[config.mk]
export PLATFORM = sky130hd
export DESIGN_NAME = wm_update_engine
export DESIGN_NICKNAME = d
export VERILOG_FILES = /design/src/rtl/wm_pkg.sv /design/src/rtl/wm_div_const.sv /design/src/rtl/wm_shadow_bank.sv /design/src/rtl/wm_update_engine.sv
export SDC_FILE = /design/constraint.sdc
export NUM_CORES = 2
export LEC_CHECK = 0
export ABC_AREA = 1
export BUFFER_PORTS_ARGS = -buffer_cell sky130_fd_sc_hd__buf_2
export CORE_MARGIN = 3
export CORE_UTILIZATION = 45
export CTS_CLUSTER_SIZE = 16
export DETAILED_ROUTE_END_ITERATION = 12
export PLACE_DENSITY = 0.64
export SLEW_MARGIN = 0
export SYNTH_ARGS = -nofsm -noshare
export SYNTH_HDL_FRONTEND = slang
export SYNTH_HIERARCHICAL = 1
export SYNTH_SLANG_ARGS = --single-unit
[constraint.sdc]
create_clock -name clk_i -period 13.2 [get_ports clk_i]
set_clock_uncertainty 0.1 [all_clocks]
set_input_delay 0.66 -clock clk_i [delete_from_list [all_inputs] [get_ports clk_i]]
set_output_delay 0.66 -clock clk_i [all_outputs]
set_load 0.01 [all_outputs]
[src/rtl/wm_pkg.sv]
package wm_pkg;
  localparam int WM_SETS   = 4;
  localparam int WM_FIELDS = 5;
  localparam int FIELD_W   = 3;

  typedef enum logic [FIELD_W-1:0] {
    FLD_DATA    = 3'd0,
    FLD_PTE     = 3'd1,
    FLD_SR_IN   = 3'd2,
    FLD_SR_OUT  = 3'd3,
    FLD_MCLK    = 3'd4
  } wm_field_e;

  typedef enum logic {ST_IDLE, ST_BUSY} wm_state_e;
endpackage

[src/rtl/wm_div_const.sv]
module wm_div_const #(
  parameter int DVD_W   = 48,
  parameter int DIVISOR = 1000
) (
  input  logic             clk_i,
  input  logic             rst_ni,
  input  logic             start_i,
  input  logic [DVD_W-1:0] dvd_i,
  output logic             busy_o,
  output logic             done_o,
  output logic [DVD_W-1:0] quot_o
);
  localparam int REM_W = $clog2(DIVISOR) + 1;
  localparam int CNT_W = $clog2(DVD_W + 1);

  logic [REM_W-1:0] rem_q, trial;
  logic [DVD_W-1:0] acc_q;
  logic [CNT_W-1:0] cnt_q;
  logic             busy_q, done_q, ge;

  // one restoring step per cycle; acc shifts dividend out, quotient in
  assign trial = {rem_q[REM_W-2:0], acc_q[DVD_W-1]};
  assign ge    = trial >= REM_W'(DIVISOR);

  always_ff @(posedge clk_i or negedge rst_ni) begin
    if (!rst_ni) begin
      rem_q  <= '0;
      acc_q  <= '0;
      cnt_q  <= '0;
      busy_q <= 1'b0;
      done_q <= 1'b0;
    end else begin
      done_q <= 1'b0;
      if (start_i) begin
        acc_q  <= dvd_i;
        rem_q  <= '0;
        cnt_q  <= CNT_W'(DVD_W);
        busy_q <= 1'b1;
      end else if (busy_q) begin
        rem_q <= ge ? trial - REM_W'(DIVISOR) : trial;
        acc_q <= {acc_q[DVD_W-2:0], ge};
        cnt_q <= cnt_q - 1'b1;
        if (cnt_q == CNT_W'(1)) begin
          busy_q <= 1'b0;
          done_q <= 1'b1;
        end
      end
    end
  end

  assign busy_o = busy_q;
  assign done_o = done_q;
  assign quot_o = acc_q;

  a_r8_start_when_idle: assert property (@(posedge clk_i) disable iff (!rst_ni)
    start_i |-> !busy_q);
  a_r1_rem_below_divisor: assert property (@(posedge clk_i) disable iff (!rst_ni)
    busy_q |-> rem_q < REM_W'(DIVISOR));
endmodule

[src/rtl/wm_shadow_bank.sv]
module wm_shadow_bank #(
  parameter int NS_W    = 32,
  parameter int CYC_W   = 21,
  parameter int ENTRIES = 20,
  parameter int FIELDS  = 5,
  parameter int SR_EN   = 1,
  parameter int IDX_W   = $clog2(ENTRIES)
) (
  input  logic             clk_i,
  input  logic             rst_ni,
  input  logic             we_i,
  input  logic [IDX_W-1:0] widx_i,
  input  logic [NS_W-1:0]  wns_i,
  input  logic [CYC_W-1:0] wcyc_i,
  input  logic [IDX_W-1:0] rd_idx_i,
  output logic [NS_W-1:0]  rd_ns_o,
  output logic [CYC_W-1:0] rd_cyc_o,
  input  logic [IDX_W-1:0] pol_idx_i,
  output logic [NS_W-1:0]  pol_ns_o
);
  logic [NS_W-1:0]  ns_q  [ENTRIES];
  logic [CYC_W-1:0] cyc_q [ENTRIES];

  for (genvar e = 0; e < ENTRIES; e++) begin : g_ent
    localparam int FLD = e % FIELDS;
    if (SR_EN == 0 && (FLD == 2 || FLD == 3)) begin : g_absent
      assign ns_q[e]  = '0;
      assign cyc_q[e] = '0;
    end else begin : g_reg
      always_ff @(posedge clk_i or negedge rst_ni) begin
        if (!rst_ni) begin
          ns_q[e]  <= '0;
          cyc_q[e] <= '0;
        end else if (we_i && widx_i == IDX_W'(e)) begin
          ns_q[e]  <= wns_i;
          cyc_q[e] <= wcyc_i;
        end
      end
      a_r5_hold_unwritten: assert property (@(posedge clk_i) disable iff (!rst_ni)
        !(we_i && widx_i == IDX_W'(e)) |=> $stable(ns_q[e]) && $stable(cyc_q[e]));
    end
  end

  assign rd_ns_o  = (rd_idx_i  < IDX_W'(ENTRIES)) ? ns_q[rd_idx_i]   : '0;
  assign rd_cyc_o = (rd_idx_i  < IDX_W'(ENTRIES)) ? cyc_q[rd_idx_i]  : '0;
  assign pol_ns_o = (pol_idx_i < IDX_W'(ENTRIES)) ? ns_q[pol_idx_i]  : '0;
endmodule

[src/rtl/wm_update_engine.sv]
module wm_update_engine
  import wm_pkg::*;
#(
  parameter int NS_W            = 32,
  parameter int MHZ_W           = 16,
  parameter int CYC_W           = 21,
  parameter int SETS            = WM_SETS,
  parameter int SR_EN           = 1,
  parameter int DIVISOR         = 1000,
  parameter int SAT_MULT        = 60,
  parameter int MIN_OUTSTANDING = 68,
  parameter int MINOUT_W        = 8,
  parameter int SET_W           = $clog2(SETS),
  parameter int SAT_W           = MHZ_W + $clog2(SAT_MULT + 1)
) (
  input  logic                clk_i,
  input  logic                rst_ni,
  input  logic                req_valid_i,
  output logic                req_ready_o,
  input  logic [SET_W-1:0]    req_set_i,
  input  logic [FIELD_W-1:0]  req_field_i,
  input  logic [NS_W-1:0]     req_ns_i,
  input  logic                req_safe_lower_i,
  input  logic [MHZ_W-1:0]    refclk_mhz_i,
  input  logic                commit_i,
  output logic [SAT_W-1:0]    sat_level_o,
  output logic [MINOUT_W-1:0] min_outstanding_o,
  input  logic [SET_W-1:0]    rd_set_i,
  input  logic [FIELD_W-1:0]  rd_field_i,
  output logic [CYC_W-1:0]    rd_cycles_o,
  output logic [NS_W-1:0]     rd_ns_o
);
  localparam int ENTRIES = SETS * WM_FIELDS;
  localparam int IDX_W   = $clog2(ENTRIES);
  localparam int PROD_W  = NS_W + MHZ_W;
  localparam int CHK_W   = PROD_W + $clog2(DIVISOR) + 1;
  localparam logic [CYC_W-1:0] CYC_MAX = '1;

  function automatic logic field_ok(logic [FIELD_W-1:0] f);
    return (f < FIELD_W'(WM_FIELDS)) &&
           (SR_EN != 0 || (f != FLD_SR_IN && f != FLD_SR_OUT));
  endfunction

  function automatic logic [IDX_W-1:0] to_idx(logic [SET_W-1:0] s, logic [FIELD_W-1:0] f);
    return IDX_W'(s) * IDX_W'(WM_FIELDS) + IDX_W'(f);
  endfunction

  wm_state_e         st_q;
  logic [IDX_W-1:0]  lat_idx_q, req_idx, rd_idx, pol_idx;
  logic [NS_W-1:0]   lat_ns_q, pol_ns;
  logic [PROD_W-1:0] lat_prod_q, prod_c, quot;
  logic              lat_safe_q, fire, allowed, start, div_busy, div_done, bank_we;
  logic [CYC_W-1:0]  wcyc;
  logic [SAT_W-1:0]  sat_q;
  logic [MINOUT_W-1:0] minout_q;

  assign req_ready_o = (st_q == ST_IDLE);
  assign req_idx     = field_ok(req_field_i) ? to_idx(req_set_i, req_field_i) : '0;
  assign rd_idx      = field_ok(rd_field_i)  ? to_idx(rd_set_i, rd_field_i)   : IDX_W'(ENTRIES);
  assign pol_idx     = (st_q == ST_BUSY) ? lat_idx_q : req_idx;
  assign fire        = req_valid_i && req_ready_o;
  assign allowed     = field_ok(req_field_i) && (req_safe_lower_i || req_ns_i > pol_ns);
  assign start       = fire && allowed;
  assign prod_c      = PROD_W'(req_ns_i) * PROD_W'(refclk_mhz_i);

  always_ff @(posedge clk_i or negedge rst_ni) begin
    if (!rst_ni) begin
      st_q       <= ST_IDLE;
      lat_idx_q  <= '0;
      lat_ns_q   <= '0;
      lat_prod_q <= '0;
      lat_safe_q <= 1'b0;
    end else if (start) begin
      st_q       <= ST_BUSY;
      lat_idx_q  <= req_idx;
      lat_ns_q   <= req_ns_i;
      lat_prod_q <= prod_c;
      lat_safe_q <= req_safe_lower_i;
    end else if (st_q == ST_BUSY && div_done) begin
      st_q <= ST_IDLE;
    end
  end

  wm_div_const #(.DVD_W(PROD_W), .DIVISOR(DIVISOR)) u_div (
    .clk_i, .rst_ni,
    .start_i (start),
    .dvd_i   (prod_c),
    .busy_o  (div_busy),
    .done_o  (div_done),
    .quot_o  (quot)
  );

  assign bank_we = (st_q == ST_BUSY) && div_done;
  assign wcyc    = (quot > PROD_W'(CYC_MAX)) ? CYC_MAX : quot[CYC_W-1:0];

  wm_shadow_bank #(
    .NS_W(NS_W), .CYC_W(CYC_W), .ENTRIES(ENTRIES), .FIELDS(WM_FIELDS), .SR_EN(SR_EN)
  ) u_bank (
    .clk_i, .rst_ni,
    .we_i      (bank_we),
    .widx_i    (lat_idx_q),
    .wns_i     (lat_ns_q),
    .wcyc_i    (wcyc),
    .rd_idx_i  (rd_idx),
    .rd_ns_o   (rd_ns_o),
    .rd_cyc_o  (rd_cycles_o),
    .pol_idx_i (pol_idx),
    .pol_ns_o  (pol_ns)
  );

  // end-of-batch arbiter tuning, independent of the write path
  always_ff @(posedge clk_i or negedge rst_ni) begin
    if (!rst_ni) begin
      sat_q    <= '0;
      minout_q <= '0;
    end else if (commit_i) begin
      sat_q    <= SAT_W'(SAT_MULT) * SAT_W'(refclk_mhz_i);
      minout_q <= MINOUT_W'(MIN_OUTSTANDING);
    end
  end

  assign sat_level_o       = sat_q;
  assign min_outstanding_o = minout_q;

  a_r1_quotient_exact: assert property (@(posedge clk_i) disable iff (!rst_ni)
    div_done |-> (CHK_W'(quot) * CHK_W'(DIVISOR) <= CHK_W'(lat_prod_q)) &&
                 ((CHK_W'(quot) + 1'b1) * CHK_W'(DIVISOR) > CHK_W'(lat_prod_q)));
  a_r3_only_raise: assert property (@(posedge clk_i) disable iff (!rst_ni)
    (bank_we && !lat_safe_q) |-> lat_ns_q > pol_ns);
  a_r8_busy_not_ready: assert property (@(posedge clk_i) disable iff (!rst_ni)
    div_busy |-> !req_ready_o);
  a_r9_commit_load: assert property (@(posedge clk_i) disable iff (!rst_ni)
    commit_i |=> sat_level_o == SAT_W'(SAT_MULT) * SAT_W'($past(refclk_mhz_i)) &&
                 min_outstanding_o == MINOUT_W'(MIN_OUTSTANDING));
endmodule

=== After elaboration in Yosys (flattened, before gate mapping) ===
Index checks and enable logic that the tools add are counted.

* Register bits after elaboration: 1185
* Input bits: 63
* Output and inout bits: 84
* Word-level logic and storage cells: 149

* Add/sub/neg operators: 4
* Multiply operators: 4
* $lt $le $gt $ge: 9
* Equal/unequal tests: 20
* Mux-type cells: 31
* Bitwise logic cells: 3
* Reductions and logical operators: 28

{| class="wikitable"
|+ Operator list
! operator !! count
|-
| $bmux W32 S5 || 2
|-
| $mux W32 || 6
|-
| $bmux W21 S5 || 1
|-
| $mux W48 || 2
|-
| $mux W21 || 4
|-
| $gt A48 B21 Y1 const B || 1
|-
| $mul A32 B16 Y48 || 1
|-
| $eq A5 B4 Y1 const B || 8
|-
| $gt A32 B32 Y1 || 1
|-
| $mux W10 || 3
|-
| $logic_and A1 B1 Y1 || 24
|-
| $eq A5 B3 Y1 const B || 4
|-
| $eq A5 B5 Y1 const B || 4
|-
| $mul A4 B16 Y20 const A || 1
|-
| $mux W5 || 3
|-
| $ge A6 B6 Y1 const B || 2
|-
| $mux W6 || 2
|-
| $not A5 Y6 || 2
|-
| $ge A11 B10 Y1 const B || 1
|-
| $add A5 B3 Y5 || 2
|-
| $eq A5 B2 Y1 const B || 2
|-
| $lt A5 B5 Y1 const B || 2
|-
| $mul A2 B3 Y5 const B || 2
|-
| $sub A10 B10 Y10 const B || 1
|-
| 9 further kinds || 18
|}

=== Logic depth before layout (Yosys ltp) ===
* Word-level depth: 14
* Depth in mapped cells: 42
* Mapped depth without buffers: 36

=== Modules after synthesis ===
Netlist, hierarchy kept.

{| class="wikitable"
|+ By module, submodules not included
! module !! instances !! cells each !! area an instance (um^2) !! seq. area each (um^2)
|-
| wm_shadow_bank || 1 || 8379 || 57453.9 || 26525.4
|-
| wm_update_engine || 1 || 3034 || 22477.8 || 1476.4
|-
| wm_div_const || 1 || 392 || 3240.6 || 1651.6
|}

=== Worst setup path before layout ===
Ideal clock, no wire load.

* Path kind: in2reg
* From: in req_ns_i[7]
* To: reg u_div.acc_q[47], in the netlist u_div/quot_o[47]
* Library setup time: 130 ps
* Arrival time: 5851 ps
* Required time: 12970 ps
* Path slack: 7118 ps
* Stages on the path: 27
* Buffers on the path: 2
* Path through: clkbuf_1 -> clkbuf_1 -> nand2_1 -> fa_1 -> inv_1 -> fa_1 -> inv_1 -> fa_1 -> inv_1 -> fa_1 -> fa_1 -> inv_1 -> fa_1 -> inv_1 -> ha_1 -> a21oi_1 -> inv_1 -> nor2_1 -> nand2_1 -> nor2_1 -> inv_1 -> nand4_1 -> nand3_1 -> nand2_1 -> nand2_1 -> a22oi_1 -> o21ai_0

* Elaborated cells on any way between the ends: 7
* Classes of those cells: mul: 1; order compare: 1; mux: 1; reduce/logical: 4

{| class="wikitable"
|+ RTL lines
! element !! line !! RTL
|-
| from (decl) || wm_update_engine.sv:22 || <nowiki>input logic [NS_W-1:0] req_ns_i,</nowiki>
|-
| $mul A32 B16 Y48 || wm_update_engine.sv:64 || <nowiki>assign prod_c = PROD_W'(req_ns_i) * PROD_W'(refclk_mhz_i);</nowiki>
|-
| net prod_c[47] || wm_update_engine.sv:51 || <nowiki>logic [PROD_W-1:0] lat_prod_q, prod_c, quot;</nowiki>
|-
| $mux W48 || wm_div_const.sv:34 || <nowiki>if (start_i) begin</nowiki>
|-
| to (signal assigned) || wm_div_const.sv:35 || <nowiki>acc_q <= dvd_i;</nowiki>
|-
| to (signal assigned) || wm_div_const.sv:41 || <nowiki>acc_q <= {acc_q[DVD_W-2:0], ge};</nowiki>
|-
| to (decl) || wm_div_const.sv:17 || <nowiki>logic [DVD_W-1:0] acc_q;</nowiki>
|}

The timed path passes the listed nets, and every way through them passes these cells.
A chain may end at the register's enable or synchronous reset.

=== Worst setup path in the final report ===
* From: reg st_q
* To: reg u_div.acc_q[30], in the netlist u_div/quot_o[30]

* Cells in the longest elaborated chain, start to end: 11
* Elaborated cells on any way between the ends: 15
* Classes of those cells: order compare: 2; mux: 6; bitwise: 2; reduce/logical: 5

{| class="wikitable"
|+ Ends and longest elaborated chain
! element !! line !! RTL
|-
| from (decl) || wm_update_engine.sv:48 || <nowiki>wm_state_e st_q;</nowiki>
|-
| from (signal assigned) || wm_update_engine.sv:68 || <nowiki>st_q <= ST_IDLE;</nowiki>
|-
| from (signal assigned) || wm_update_engine.sv:74 || <nowiki>st_q <= ST_BUSY;</nowiki>
|-
| from (signal assigned) || wm_update_engine.sv:80 || <nowiki>st_q <= ST_IDLE;</nowiki>
|-
| $mux W5 * || wm_update_engine.sv:60 || <nowiki>assign pol_idx = (st_q == ST_BUSY) ? lat_idx_q : req_idx;</nowiki>
|-
| net pol_idx[1] || wm_update_engine.sv:49 || <nowiki>logic [IDX_W-1:0] lat_idx_q, req_idx, rd_idx, pol_idx;</nowiki>
|-
| $not A5 Y6 (implied by the code) || wm_shadow_bank.sv:46 || <nowiki>assign pol_ns_o = (pol_idx_i < IDX_W'(ENTRIES)) ? ns_q[pol_idx_i] : '0;</nowiki>
|-
| $bmux W32 S5 || wm_shadow_bank.sv:46 ||
|-
| $mux W32 (implied by the code) (2 in a row) || wm_shadow_bank.sv:46 ||
|-
| $mux W32 * || wm_shadow_bank.sv:46 ||
|-
| net pol_ns[24] || wm_update_engine.sv:50 || <nowiki>logic [NS_W-1:0] lat_ns_q, pol_ns;</nowiki>
|-
| $gt A32 B32 Y1 * || wm_update_engine.sv:62 || <nowiki>assign allowed = field_ok(req_field_i) && (req_safe_lower_i || req_ns_i > pol_ns);</nowiki>
|-
| $logic_or A1 B1 Y1 * || wm_update_engine.sv:62 ||
|-
| $logic_and A1 B1 Y1 * || wm_update_engine.sv:62 ||
|-
| $logic_and A1 B1 Y1 * || wm_update_engine.sv:63 || <nowiki>assign start = fire && allowed;</nowiki>
|-
| net start || wm_update_engine.sv:52 || <nowiki>logic lat_safe_q, fire, allowed, start, div_busy, div_done, bank_we;</nowiki>
|-
| $mux W48 / $reduce_bool A2 Y1 (equally long branches) || n/a ||
|}

Mark *: on every way through the listed nets, which the timed path passes. The rest lies on a longest branch. The select of a mux whose other input is x is not followed.

==> run summary <==
Seq pwr share - 19.4%
r2r endpoint - u_div/quot_o[30]
CTS tree - built
EDFF count, synth - 0
Comb power frac - 63.3%
WL/cell - 20.0 um
LEAKAGE - 46.5 nW
Inserted Clock Buffers - 133
Top FF cell, synth - dfrtp_1
vias in the first global route - 73800
Critical Path Sink Type - flop
slowest cell on the critical path - buf_4
max-slew violations - 0
#FFs+latches synth - 1185
1st-pass router iterations - 6
ANT nets after route - 0
design area - 0.0887 mm2
drt total wl - 279 mm
crit-path most repeated cell - nand2_1
post-layout util - 48.4%
initial antenna violation count - 15
max-cap violations - 0
Tmin final - 7.97 ns
post-CTS repair timing setup buffer count - 0
Hold Vio Cnt, Final - 0
period utilisation layout - 60.4%
Cell Rows - 157
Die Span Y - 436 um
clock tree buffer depth - 3
I/O pin cnt - 147
Die W - 436 um
Async S/R FF share, synth - 100%
clk root buf - clkbuf_16
max_slew headroom - 8.67%
slowest stage delay, CP - 0.89 ns
Clock Latency Late Sink - 0.79 ns
Hold EP - sat_level_o[4]
max frequency - 125 MHz
first-pass GRT wire length - 433 mm
status - finished clean
Switch Pwr - 11.5 mW
full die area - 0.190 mm2
worst r2r src - st_q
final global-route overflow total - 0
WHS Path Cells - 3
average via count per standard cell - 5.46
Core Area - 0.183 mm2
critical path data required time - 13.73 ns
fillers - 18300
largest net degree at the start of global routing - 225
power consumption - 21.9 mW
# port buffers - 138
global-route usage over all layers - 29.0%
Pwr Density - 247 mW/mm2
initial drt markers - 8088
Starting Density - 45.3%
Least-Margin Pin Slew - 1.37 ns
CTS H-tree depth - 4
reg-to-reg slack, setup - 5.23 ns
Unique masters post-synth - 48
CTS Sinks - 1185
Setup Viol. Count Final - 0
routability cong. - 0.918
Mapped Area - 0.0832 mm2
sw frac - 52.3%
Post-Route Setup TNS - 0 ns
Post-Syn Instances - 11800
CTS Hold Bufs - 1
sequential-to-total area share from yosys stat - 35.7%
Clk pin slew, worst setup/hold paths - 0.06 ns
Multi-input gate area - 0.0431 mm2
hold_sp - commit_i
worst-path fanout max - 87
VDD IR max - 0.352 mV
placed inst area - 0.0843 mm2
Worst Setup SP - st_q
Sequential cell area - 0.0297 mm2
Register-to-Register Path Depth - 28
RSZ-0062 raised after global routing - no
Post-DP HPWL - 166 mm
# resized after CTS - 0
clock group share of total power - 17.3%
via count - 76000
startpoint class of the critical path - flop
internal power - 10.4 mW
Hold Path Class - primary input to flop
share of layout cells above drive strength 1 - 4.34%
Crit path arrival time - 8.50 ns
CP Class - flop to flop
warnings from Yosys - 6
area growth from synthesis to layout - 6.66%
Mapped Avg Cell Area - 7.05 um2
drt drc - 0
final net count - 12000
logic make-up after synthesis:
family | count (synthesis) | synth area share, %
AOI/OAI and AO/OA | 1679 | 10.5
xor gates and xnor gates | 42 | 0.442
adders and majority gates | 639 | 13.7
buffers and inverters | 2687 | 12.8
DFF | 1185 | 35.7
other | 1 | 0.00451
and+or+nand+nor | 5572 | 27.0
flip-flops by register name (all words and copies together), names as in the netlist:
signal	flops
st_q	1
lat_idx_q	5
u_bank/cyc_q	420
sat_level_o	20
u_div/done_o	1
u_div/busy_o	1
min_outstanding_o	1
u_div/rem_q	10
u_bank/ns_q	640
u_div/cnt_q	6
u_div/quot_o	48
lat_ns_q	32
layout by cell type (no fill, tap or decap), types with 20 or more instances in the layout:
cell / n
a21oi_1: 164
buf_2: 137
buf_4: 79
clkbuf_1: 32
clkbuf_16: 138
clkbuf_8: 32
dfrtp_1: 1185
fa_1: 449
ha_1: 190
inv_1: 1844
nand2_1: 4196
nand3_1: 1020
nand4_1: 25
nor2_1: 247
nor3_1: 24
o211ai_1: 42
o21ai_0: 1201
o21ai_1: 186
o22ai_1: 27
xnor2_1: 20
xor2_1: 22
worst max-delay path, delay by kind of cell (launching register included):
family / cells / cell delay [ns]
flops: 1 / 0.62
simple gates: 17 / 3.37
buf+inv: 8 / 2.95
fa+ha+maj: 1 / 0.27
compound gates: 2 / 0.31
metrics by stage:
step	instances	hold slack (ns)	setup WS, ns
after detailed placement	13700	0.358	4.76
final	13900	0.184	5.23
after floorplan	11800	0.264	7.12
after global placement	13700	0.349	4.82
after global routing	13900	0.198	4.83
after CTS	13900	0.122	5.36
area by class of cell:
cell class	instances	share of cell area, %
Sequential cell	1185	33.4
Inverter	1856	7.88
Antenna cell	13	0.0367
Multi-Input combinational cell	7940	48.6
Clock inverter	27	0.410
Timing Repair Buffer	226	1.65
Tap cell	2464	3.48
Clock buffer	202	4.52
synth_stat cells (31+ instances only):
library cell / number / area share (%)
ha_1: 190 / 2.9
buf_2: 192 / 1.2
inv_1: 1847 / 8.3
o21ai_0: 1201 / 7.2
buf_6: 31 / 0.42
nand3_1: 1020 / 6.1
buf_1: 51 / 0.23
a21oi_1: 164 / 0.99
clkbuf_1: 543 / 2.5
dfrtp_1: 1185 / 36
fa_1: 449 / 11
nor2_1: 254 / 1.1
o21ai_1: 186 / 1.1
o211ai_1: 42 / 0.38
nand2_1: 4208 / 19
worst max path at each step:
stage / endpoint / slack [ns] / cells after the start
finish: u_div/quot_o[30] / 5.23 / 28
global route: u_div/quot_o[30] / 4.83 / 28
CTS: u_div/quot_o[30] / 5.36 / 28
detailed placement: u_div/quot_o[30] / 4.76 / 32
global placement: u_div/rem_q[6] / 4.82 / 32
floorplan: u_div/quot_o[47] / 7.12 / 27
power by group through the flow:
stage	Sequential (mW)	Combinational [mW]	Clock [mW]
2_1_floorplan	4.24	9.01	0
3_3_place_gp	4.28	13.6	0
3_5_place_dp	4.29	13.7	0
4_1_cts	4.23	13.8	3.85
5_1_grt	4.28	15.2	3.98
6_report	4.24	13.9	3.79
routing by layer:
layer	global-route usage [%]	part of all wire [%]
met1	37.9	40
met2	47.4	46
met3	4.68	8.4
met4	13.6	4.9
met5	0	0.0090
No activity file was read; power rests on OpenSTA's default activity.
